[config.mk]
export PLATFORM = sky130hd
export DESIGN_NAME = eewr_wr_slave
export DESIGN_NICKNAME = d
export VERILOG_FILES = /design/src/rtl/eewr_pkg.sv /design/src/rtl/eewr_line_sync.sv /design/src/rtl/eewr_page_buf.sv /design/src/rtl/eewr_commit.sv /design/src/rtl/eewr_wr_slave.sv
export SDC_FILE = /design/constraint.sdc
export NUM_CORES = 2
export LEC_CHECK = 0
export BUFFER_PORTS_ARGS = -buffer_cell sky130_fd_sc_hd__buf_2
export CORE_ASPECT_RATIO = 0.75
export CORE_MARGIN = 2
export CORE_UTILIZATION = 64
export CTS_CLUSTER_SIZE = 24
export DETAILED_ROUTE_END_ITERATION = 8
export PLACE_DENSITY = 0.89
export RECOVER_POWER = 25
export SETUP_SLACK_MARGIN = 0.2
export SKIP_CTS_REPAIR_TIMING = 1
export SYNTH_ARGS = -nofsm -noshare
export SYNTH_HDL_FRONTEND = slang
export SYNTH_HIERARCHICAL = 1
export SYNTH_SLANG_ARGS = --single-unit
[constraint.sdc]
create_clock -name clk -period 4.1 [get_ports clk]
set_input_delay 0.82 -clock clk [delete_from_list [all_inputs] [get_ports clk]]
set_output_delay 0.82 -clock clk [all_outputs]
set_load 0.03 [all_outputs]
[src/rtl/eewr_pkg.sv]
package eewr_pkg;

  typedef enum logic [2:0] {
    ST_IDLE     = 3'd0,
    ST_DEV      = 3'd1,
    ST_DEV_ACK  = 3'd2,
    ST_WADR     = 3'd3,
    ST_WADR_ACK = 3'd4,
    ST_DATA     = 3'd5,
    ST_DATA_ACK = 3'd6,
    ST_SKIP     = 3'd7
  } xfer_state_t;

  localparam int unsigned BYTE_W = 8;

endpackage

[src/rtl/eewr_line_sync.sv]
module eewr_line_sync #(
  parameter int unsigned STAGES = 2
) (
  input  logic clk,
  input  logic rst_n,
  input  logic scl_i,
  input  logic sda_i,
  input  logic wp_i,
  output logic scl_s,
  output logic sda_s,
  output logic wp_s,
  output logic scl_rise,
  output logic scl_fall,
  output logic start_evt,
  output logic stop_evt
);

  // bit order in each stage: {wp, sda, scl}; bus lines idle high
  logic [2:0] stg_q [STAGES];
  logic       scl_d_q;
  logic       sda_d_q;

  always_ff @(posedge clk or negedge rst_n) begin
    if (!rst_n) begin
      for (int i = 0; i < int'(STAGES); i++) stg_q[i] <= 3'b011;
      scl_d_q <= 1'b1;
      sda_d_q <= 1'b1;
    end else begin
      stg_q[0] <= {wp_i, sda_i, scl_i};
      for (int i = 1; i < int'(STAGES); i++) stg_q[i] <= stg_q[i-1];
      scl_d_q <= stg_q[STAGES-1][0];
      sda_d_q <= stg_q[STAGES-1][1];
    end
  end

  assign scl_s     = stg_q[STAGES-1][0];
  assign sda_s     = stg_q[STAGES-1][1];
  assign wp_s      = stg_q[STAGES-1][2];
  assign scl_rise  = scl_s & ~scl_d_q;
  assign scl_fall  = ~scl_s & scl_d_q;
  assign start_evt = scl_s & scl_d_q & sda_d_q & ~sda_s;
  assign stop_evt  = scl_s & scl_d_q & ~sda_d_q & sda_s;

endmodule

[src/rtl/eewr_page_buf.sv]
module eewr_page_buf #(
  parameter int unsigned PAGE_BYTES = 16,
  localparam int unsigned IW = $clog2(PAGE_BYTES)
) (
  input  logic          clk,
  input  logic          rst_n,
  input  logic          clr,
  input  logic          wr_en,
  input  logic [IW-1:0] wr_idx,
  input  logic [7:0]    wr_data,
  input  logic [IW-1:0] rd_idx,
  output logic [7:0]    rd_data,
  output logic          rd_valid
);

  logic [7:0]            ent_data [PAGE_BYTES];
  logic [PAGE_BYTES-1:0] ent_vld;

  for (genvar g = 0; g < int'(PAGE_BYTES); g++) begin : g_ent
    logic [7:0] d_q;
    logic       v_q;
    logic       hit;

    assign hit = wr_en && (wr_idx == IW'(g));

    always_ff @(posedge clk or negedge rst_n) begin
      if (!rst_n) begin
        d_q <= '0;
        v_q <= 1'b0;
      end else begin
        if (hit) d_q <= wr_data;
        if (clr)      v_q <= 1'b0;
        else if (hit) v_q <= 1'b1;
      end
    end

    assign ent_data[g] = d_q;
    assign ent_vld[g]  = v_q;
  end

  assign rd_data  = ent_data[rd_idx];
  assign rd_valid = ent_vld[rd_idx];

endmodule

[src/rtl/eewr_commit.sv]
module eewr_commit #(
  parameter int unsigned MEM_BYTES  = 256,
  parameter int unsigned PAGE_BYTES = 16,
  parameter int unsigned TWR_CYCLES = 600,
  localparam int unsigned AW = $clog2(MEM_BYTES),
  localparam int unsigned IW = $clog2(PAGE_BYTES),
  localparam int unsigned PW = AW - IW,
  localparam int unsigned CW = $clog2(TWR_CYCLES + 1)
) (
  input  logic          clk,
  input  logic          rst_n,
  input  logic          go,
  input  logic [PW-1:0] page_i,
  input  logic [7:0]    buf_data,
  input  logic          buf_valid,
  output logic [IW-1:0] buf_idx,
  output logic          busy,
  input  logic [AW-1:0] bd_addr,
  output logic [7:0]    bd_data
);

  logic [7:0]    mem_q [MEM_BYTES];
  logic [CW-1:0] cnt_q,  cnt_n;
  logic          walk_q, walk_n;
  logic [IW-1:0] widx_q, widx_n;
  logic [PW-1:0] page_q, page_n;
  logic          mem_we;
  logic [AW-1:0] mem_wa;

  // timer and page walk: the buffer is copied slot by slot in the first
  // PAGE_BYTES clocks of the write window (TWR_CYCLES >= PAGE_BYTES)
  always_comb begin
    cnt_n  = cnt_q;
    walk_n = walk_q;
    widx_n = widx_q;
    page_n = page_q;
    if (go) begin
      cnt_n  = CW'(TWR_CYCLES);
      walk_n = 1'b1;
      widx_n = '0;
      page_n = page_i;
    end else begin
      if (cnt_q != '0) cnt_n = cnt_q - 1'b1;
      if (walk_q) begin
        widx_n = widx_q + 1'b1;
        if (widx_q == IW'(PAGE_BYTES - 1)) walk_n = 1'b0;
      end
    end
  end

  always_ff @(posedge clk or negedge rst_n) begin
    if (!rst_n) begin
      cnt_q  <= '0;
      walk_q <= 1'b0;
      widx_q <= '0;
      page_q <= '0;
    end else begin
      cnt_q  <= cnt_n;
      walk_q <= walk_n;
      widx_q <= widx_n;
      page_q <= page_n;
    end
  end

  assign mem_we = walk_q && buf_valid;
  assign mem_wa = {page_q, widx_q};

  always_ff @(posedge clk or negedge rst_n) begin
    if (!rst_n) begin
      for (int a = 0; a < int'(MEM_BYTES); a++) mem_q[a] <= 8'hFF;
    end else if (mem_we) begin
      mem_q[mem_wa] <= buf_data;
    end
  end

  assign buf_idx = widx_q;
  assign busy    = (cnt_q != '0);
  assign bd_data = mem_q[bd_addr];

endmodule

[src/rtl/eewr_wr_slave.sv]
module eewr_wr_slave #(
  parameter int unsigned MEM_BYTES   = 256,
  parameter int unsigned PAGE_BYTES  = 16,
  parameter logic [6:0]  DEV_ADDR    = 7'h50,
  parameter int unsigned TWR_CYCLES  = 600,
  parameter int unsigned SYNC_STAGES = 2,
  localparam int unsigned AW = $clog2(MEM_BYTES),
  localparam int unsigned IW = $clog2(PAGE_BYTES),
  localparam int unsigned PW = AW - IW
) (
  input  logic          clk,
  input  logic          rst_n,
  input  logic          scl_i,
  input  logic          sda_i,
  input  logic          wp_i,
  output logic          sda_oe_o,
  output logic          busy_o,
  input  logic [AW-1:0] bd_addr_i,
  output logic [7:0]    bd_data_o
);
  import eewr_pkg::*;

  logic scl_s, sda_s, wp_s, scl_rise, scl_fall, start_evt, stop_evt;

  eewr_line_sync #(.STAGES(SYNC_STAGES)) u_sync (
    .clk(clk), .rst_n(rst_n), .scl_i(scl_i), .sda_i(sda_i), .wp_i(wp_i),
    .scl_s(scl_s), .sda_s(sda_s), .wp_s(wp_s), .scl_rise(scl_rise),
    .scl_fall(scl_fall), .start_evt(start_evt), .stop_evt(stop_evt)
  );

  xfer_state_t     st_q, st_n;
  logic [7:0]      sh_q, sh_n;
  logic [3:0]      bit_q, bit_n;
  logic            oe_q, oe_n;
  logic [PW-1:0]   page_q, page_n;
  logic [IW-1:0]   off_q, off_n;
  logic            wp_q, wp_n;
  logic            got_q, got_n;
  logic            buf_clr, buf_wr, commit_go;
  logic [IW-1:0]   rd_idx;
  logic [7:0]      rd_data;
  logic            rd_vld;
  logic            busy;

  always_comb begin
    st_n      = st_q;
    sh_n      = sh_q;
    bit_n     = bit_q;
    oe_n      = oe_q;
    page_n    = page_q;
    off_n     = off_q;
    wp_n      = wp_q;
    got_n     = got_q;
    buf_clr   = 1'b0;
    buf_wr    = 1'b0;
    commit_go = 1'b0;
    if (start_evt) begin
      st_n  = ST_DEV;
      bit_n = '0;
      oe_n  = 1'b0;
      got_n = 1'b0;
    end else if (stop_evt) begin
      st_n      = ST_IDLE;
      oe_n      = 1'b0;
      commit_go = got_q;
      got_n     = 1'b0;
    end else begin
      unique case (st_q)
        ST_DEV, ST_WADR, ST_DATA: begin
          if (scl_rise) begin
            sh_n  = {sh_q[6:0], sda_s};
            bit_n = bit_q + 1'b1;
          end else if (scl_fall && bit_q == 4'd8) begin
            if (st_q == ST_DEV) begin
              if (sh_q[7:1] == DEV_ADDR && !sh_q[0] && !busy) begin
                oe_n    = 1'b1;
                st_n    = ST_DEV_ACK;
                buf_clr = 1'b1;
              end else begin
                st_n = ST_SKIP;
              end
            end else if (st_q == ST_WADR) begin
              oe_n   = 1'b1;
              st_n   = ST_WADR_ACK;
              page_n = sh_q[AW-1:IW];
              off_n  = sh_q[IW-1:0];
            end else if (wp_q) begin
              st_n = ST_SKIP;
            end else begin
              buf_wr = 1'b1;
              off_n  = off_q + 1'b1;
              got_n  = 1'b1;
              oe_n   = 1'b1;
              st_n   = ST_DATA_ACK;
            end
          end
        end
        ST_DEV_ACK, ST_WADR_ACK, ST_DATA_ACK: begin
          if (scl_fall) begin
            oe_n  = 1'b0;
            bit_n = '0;
            if (st_q == ST_DEV_ACK) begin
              st_n = ST_WADR;
            end else begin
              st_n = ST_DATA;
              if (st_q == ST_WADR_ACK) wp_n = wp_s;
            end
          end
        end
        default: ;
      endcase
    end
  end

  always_ff @(posedge clk or negedge rst_n) begin
    if (!rst_n) begin
      st_q   <= ST_IDLE;
      sh_q   <= '0;
      bit_q  <= '0;
      oe_q   <= 1'b0;
      page_q <= '0;
      off_q  <= '0;
      wp_q   <= 1'b0;
      got_q  <= 1'b0;
    end else begin
      st_q   <= st_n;
      sh_q   <= sh_n;
      bit_q  <= bit_n;
      oe_q   <= oe_n;
      page_q <= page_n;
      off_q  <= off_n;
      wp_q   <= wp_n;
      got_q  <= got_n;
    end
  end

  eewr_page_buf #(.PAGE_BYTES(PAGE_BYTES)) u_buf (
    .clk(clk), .rst_n(rst_n), .clr(buf_clr), .wr_en(buf_wr),
    .wr_idx(off_q), .wr_data(sh_q), .rd_idx(rd_idx),
    .rd_data(rd_data), .rd_valid(rd_vld)
  );

  eewr_commit #(
    .MEM_BYTES(MEM_BYTES), .PAGE_BYTES(PAGE_BYTES), .TWR_CYCLES(TWR_CYCLES)
  ) u_commit (
    .clk(clk), .rst_n(rst_n), .go(commit_go), .page_i(page_q),
    .buf_data(rd_data), .buf_valid(rd_vld), .buf_idx(rd_idx),
    .busy(busy), .bd_addr(bd_addr_i), .bd_data(bd_data_o)
  );

  assign sda_oe_o = oe_q;
  assign busy_o   = busy;

endmodule

Word level (Yosys, flattened, before mapping) --
Index checks and enable logic that the tools add are counted.
Operators by class: eq/ne operators 37, order comparisons 5, bitwise operators 19, reduce and logical (&&, ||, !) cells 57, add/subtract/negate cells 4, muxes and demuxes 102
Operator list (number):
- 2048-bit bitwise mux | 1
- 1-bit 2-to-1 mux | 70
- 8-bit binary-select mux with 8-bit select | 1
- 8-bit demux with 8-bit select | 1
- 4-bit == test (second input constant) | 10
- 8-bit 2-to-1 mux | 5
- 2-bit nonzero test | 18
- 8-bit binary-select mux with 4-bit select | 1
- 4-bit 2-to-1 mux | 8
- 3-bit 2-to-1 mux | 8
- 1-bit logical AND | 21
- 10-bit 2-to-1 mux | 2
- 9-bit greater-or-equal comparator (second input constant) | 2
- 8-bit NOT with 9-bit output | 2
- 6-bit AND reduction | 3
- 4-bit by 3-bit == test with 1-bit output (second input constant) | 4
- 3-bit != test (second input constant) | 5
- 7-bit AND reduction | 2
- 4-bit by 1-bit adder with 4-bit output (second input constant) | 3
- 4-bit != test (second input constant) | 3
- 4-bit AND reduction | 3
- 10-bit nonzero test | 1
- 10-bit by 1-bit subtractor with 10-bit output (second input constant) | 1
- 3-bit == test (second input constant) | 3
- 26 further kinds | 46
Word-level totals: logic and storage cells 528, input bits 13, output and inout bits 10, bits in registers 2245

Depth between registers and ports, before layout --
depth after elaboration 11, gate-level depth with buffers 12

By module --
The synthesis kept the hierarchy.
By module, submodules not included:
- eewr_commit | cells each 6038, times used 1, seq. area each 54287.1 um^2, area an instance 96630.2 um^2
- eewr_page_buf | cells each 411, times used 1, seq. area each 3603.5 um^2, area an instance 6512.5 um^2
- eewr_wr_slave | cells each 136, times used 1, seq. area each 650.6 um^2, area an instance 1456.4 um^2
- eewr_line_sync | cells each 12, times used 1, seq. area each 207.7 um^2, area an instance 240.2 um^2

Least setup slack after synthesis --
Ideal clock, no wire load.
path type input to output, start input port bd_addr_i[0], end output port bd_data_o[3], stages 10, arrival 3338 ps, required time 3280 ps, slack -58 ps, path through buf_6 > buf_12 > buf_6 > buf_6 > or3b_1 > o221ai_1 > a221oi_1 > a211oi_1 > nor3_1 > nor4_1
On the way: word-level cells in the longest chain between the ends 4
Ends and longest elaborated chain:
- start, declared | line eewr_wr_slave.sv:18 | input logic [AW-1:0] bd_addr_i,
- 8-bit NOT with 9-bit output (implied by the code) | line eewr_commit.sv:78 | assign bd_data = mem_q[bd_addr];
- 8-bit binary-select mux with 8-bit select | line eewr_commit.sv:78
- 8-bit 2-to-1 mux (implied by the code) (2 in series) | line eewr_commit.sv:78
- end, declared | line eewr_wr_slave.sv:19 | output logic [7:0] bd_data_o
Every way passes these cells. The select of a mux whose other input is x is not followed.

Worst setup path after layout --
start input port bd_addr_i[0], end output port bd_data_o[6]
The elaborated chain is that of the path after synthesis.

==> results.toml <==
[floorplanning]
num_rows = 128
core-area_um2 = 163000
die_h_um = 355
dieArea_um2 = 167000
io_pins = 23
fp.dieW_um = 471
initial_core_util_pct = 64.5

[final_layout]
nFillCells = 8889
seqCellArea_um2 = 58800
multi_input_area_um2 = 44300
drive_above_1_share_pct = 82.5
nets = 6858
synthToLayoutAreaGrowth_pct = 12.5

[drt]
routed_wire_length_per_instance_um = 32.0
vias = 64440
wl_um = 293000
ant_nets = 0
firstDrtPassIters = 7
drt_iter0_markers = 7648
vias_per_cell = 7.03
route.detailed.drc = 0

[setup_path]
arrival_ps = 3750
cp_data_required_time_ps = 3280
endpoint = "bd_data_o[6]"
end_kind = "primary output"
rr_endpoint = "u_commit/mem_q[152]$_DFFE_PN1P_"
path_class = "in2out"
crit_path_start_kind = "input port"
reg2reg_slack_ps = 170
crit_fanout = 13
crit_start = "bd_addr_i[0]"
r2r_start = "u_commit/buf_idx[0]$_DFFE_PN0P_"
r2r_cells = 7

[logic_synthesis]
synth-edff-count = 0
syn_inst = 6597
async_flop_share_pct = 100
synth_top_area_share_pct = 51.5
yosys.area.top_type = "dfstp_2"
ys_types = 80
ys_seq_area_share_pct = 56.0
synth_nets = 6618
synth_ff_type = "dfstp_2"
yosysWarnings = 6
syn_avg_cell_area_um2 = 15.9
synth_area_um2 = 105000
synthTopCellsByArea = "dfstp_2 (51%), mux2_2 (23%), mux4_2 (11%)"
ys_ff_latch = 2245

[global_routing]
grt.overflow.total = 0
grt_pass1_vias = 67669
track_usage_pct = 34.4
grt_pass1_wl_um = 436000
grt_max_degree = 257
grt_antenna_before_repair = 20

[timing]
fin_crit_ps = 4570
max-slew-margin-rel_pct = -52.3
hold_violations = 0
finalCritPeriodShare_pct = 111
setup_viol = 8
rsz0062_at_grt = "yes"
worstMarginPinSlew_ps = 2290
clock_skew_ps = 40.9
fmax_mhz = 219
fin_hold_ws_ps = 91.0
layout_setup_ws_ps = -470
slew_violations = 802

[pwr]
cellPowerDensity_nw_per_um2 = 382
p_leak_uw = 0.0478
p_total_uw = 45100
ir_worst_vdd_uv = 409

[run_status]
status = "finished, violations left"
violations = "max-capacitance violations, max-slew violations, negative setup slack"

[placement]
io_buffers = 22
dp_hpwl_um = 178000
finalWeightedCongestion = 0.950

[flow_run]
drv_cap = 12

[clock_tree]
htreeDepth = 4
clock_sinks = 2245
insertion_delay_ps = 860
clk_pin_slew_worst_paths_ps = 60
root_buffer = "clkbuf_16"
cts_buffer_depth = 3
cts_tree = "yes"
cts_made_buffers = 206

[min_path]
hp-class = "in2reg"
per-stage QoR:
step | cells | setup TNS [ps] | util, % | setup slack, ps | cell area (um^2)
after global placement | 8747 | -4440 | 67.7 | -660 | 110000
after detailed placement | 8747 | -4570 | 67.7 | -682 | 110000
after CTS | 9125 | -5150 | 72.1 | -827 | 117000
after floorplan | 6597 | 0 | - | 265 | 105000
after global routing | 9153 | -2550 | 72.6 | -419 | 118000
final | 9160 | -2400 | 72.6 | -470 | 118000
final cells by class:
class,instances,area share [%]
diodes,8,0.0170
clock inverters,75,0.806
inverters,22,0.0711
repair buffers,528,4.26
clock buffers,303,5.25
well taps,2145,2.27
flip-flops and latches,2245,49.8
multi-input cells,3834,37.5
state kept, by name (all words and copies together), names as in the netlist, 3 cells and up:
name and cells:
u_commit/mem_q 2048, u_buf/g_ent.d_q 128, u_buf/g_ent.v_q 16, u_commit/cnt_q 10
sh_q 8, bit_q 4, off_q 4, page_q 4
u_commit/buf_idx 4, u_commit/page_q 4, st_q 3, u_sync/stg_q 3
placed cells by master, fill, tap and decap left out, drive strengths merged, types with 9 or more instances in the layout:
cell,instances
mux2,2206
dfstp,2054
mux4,511
buf,483
clkbuf,348
nor2,232
dfrtp,191
mux2i,146
nand2,124
a21oi,76
a22oi,70
o221ai,56
clkinv,46
nand3,45
o22ai,34
a221oi,33
inv,29
a22o,26
o21ai,23
nor2b,22
nand2b,21
bufinv,17
or3,15
a211oi,15
nor3,14
and3,14
o211ai,11
o21ba,10
o32ai,9
worst min path at each step:
stage                                    from                   endpoint  slack, ps  cells past startpoint
CTS                                     sda_i  u_sync/stg_q[4]$_DFF_PN1_         40                      1
global placement    u_sync/stg_q[5]$_DFF_PN0_      u_sync/wp_s$_DFF_PN0_        340                      0
finish                                  sda_i  u_sync/stg_q[4]$_DFF_PN1_         90                      1
floorplan           u_sync/stg_q[5]$_DFF_PN0_      u_sync/wp_s$_DFF_PN0_        330                      0
global route                            sda_i  u_sync/stg_q[4]$_DFF_PN1_         60                      1
detailed placement  u_sync/stg_q[5]$_DFF_PN0_      u_sync/wp_s$_DFF_PN0_        340                      0
report_power, final:
| part | total, uW | internal (uW) | switching [uW] |
|---|---|---|---|
| clock network | 20200 | 11600 | 8690 |
| logic | 2200 | 789 | 1410 |
| registers | 22700 | 22400 | 317 |
| total | 45100 | 34700 | 10400 |
logic make-up (layout without fill, tap and decap cells):
kind of cell	after synthesis	count (layout)	synth area share, %
muxes	2863	2863	36.1
DFF	2245	2245	56.0
and+or+nand+nor	543	543	2.45
buffers and inverters	518	928	2.35
AOI/OAI and AO/OA	411	411	2.88
xor gates and xnor gates	9	9	0.0752
adders and majority gates	8	8	0.0955
other	0	8	0
synthesized netlist by cell type, types with 6 or more instances:
master	number
o221ai_1	56
o22ai_1	34
a221oi_1	33
mux2_1	8
nor2_2	9
inv_1	20
or3_1	15
nor2b_1	22
mux4_2	511
o21ba_2	10
buf_1	18
mux2i_1	146
nand2b_1	21
nor2_1	223
a22oi_1	70
buf_6	29
nor3_1	14
a21oi_1	76
nand2_1	124
xnor2_1	6
and2_1	6
and3_1	14
buf_4	32
buf_2	62
and4b_1	7
a41oi_1	7
nand3_1	44
mux2_4	12
dfrtp_1	191
mux2_2	2186
o21ai_0	23
a22o_1	26
o211ai_1	11
clkbuf_1	347
o32ai_1	9
a211oi_1	15
nor4_1	6
ha_1	8
dfstp_2	2054
worst max-delay path, cell delays in order:
cell      delay [ps]
buf_16           200
buf_16           180
buf_4            150
buf_12           160
mux4_2           570
mux4_2           630
a211oi_4         480
and4b_2          330
buf_2            190
routing by layer:
metal / track usage, % / vias up / wire, um
met5: 0 / - / 374
met3: 11.8 / 925 / 34100
met2: 50.8 / 3705 / 133000
met1: 47.1 / 34507 / 113000
li1: - / 25271 / -
met4: 13.6 / 32 / 12600
(Power assumes the default switching activity.)
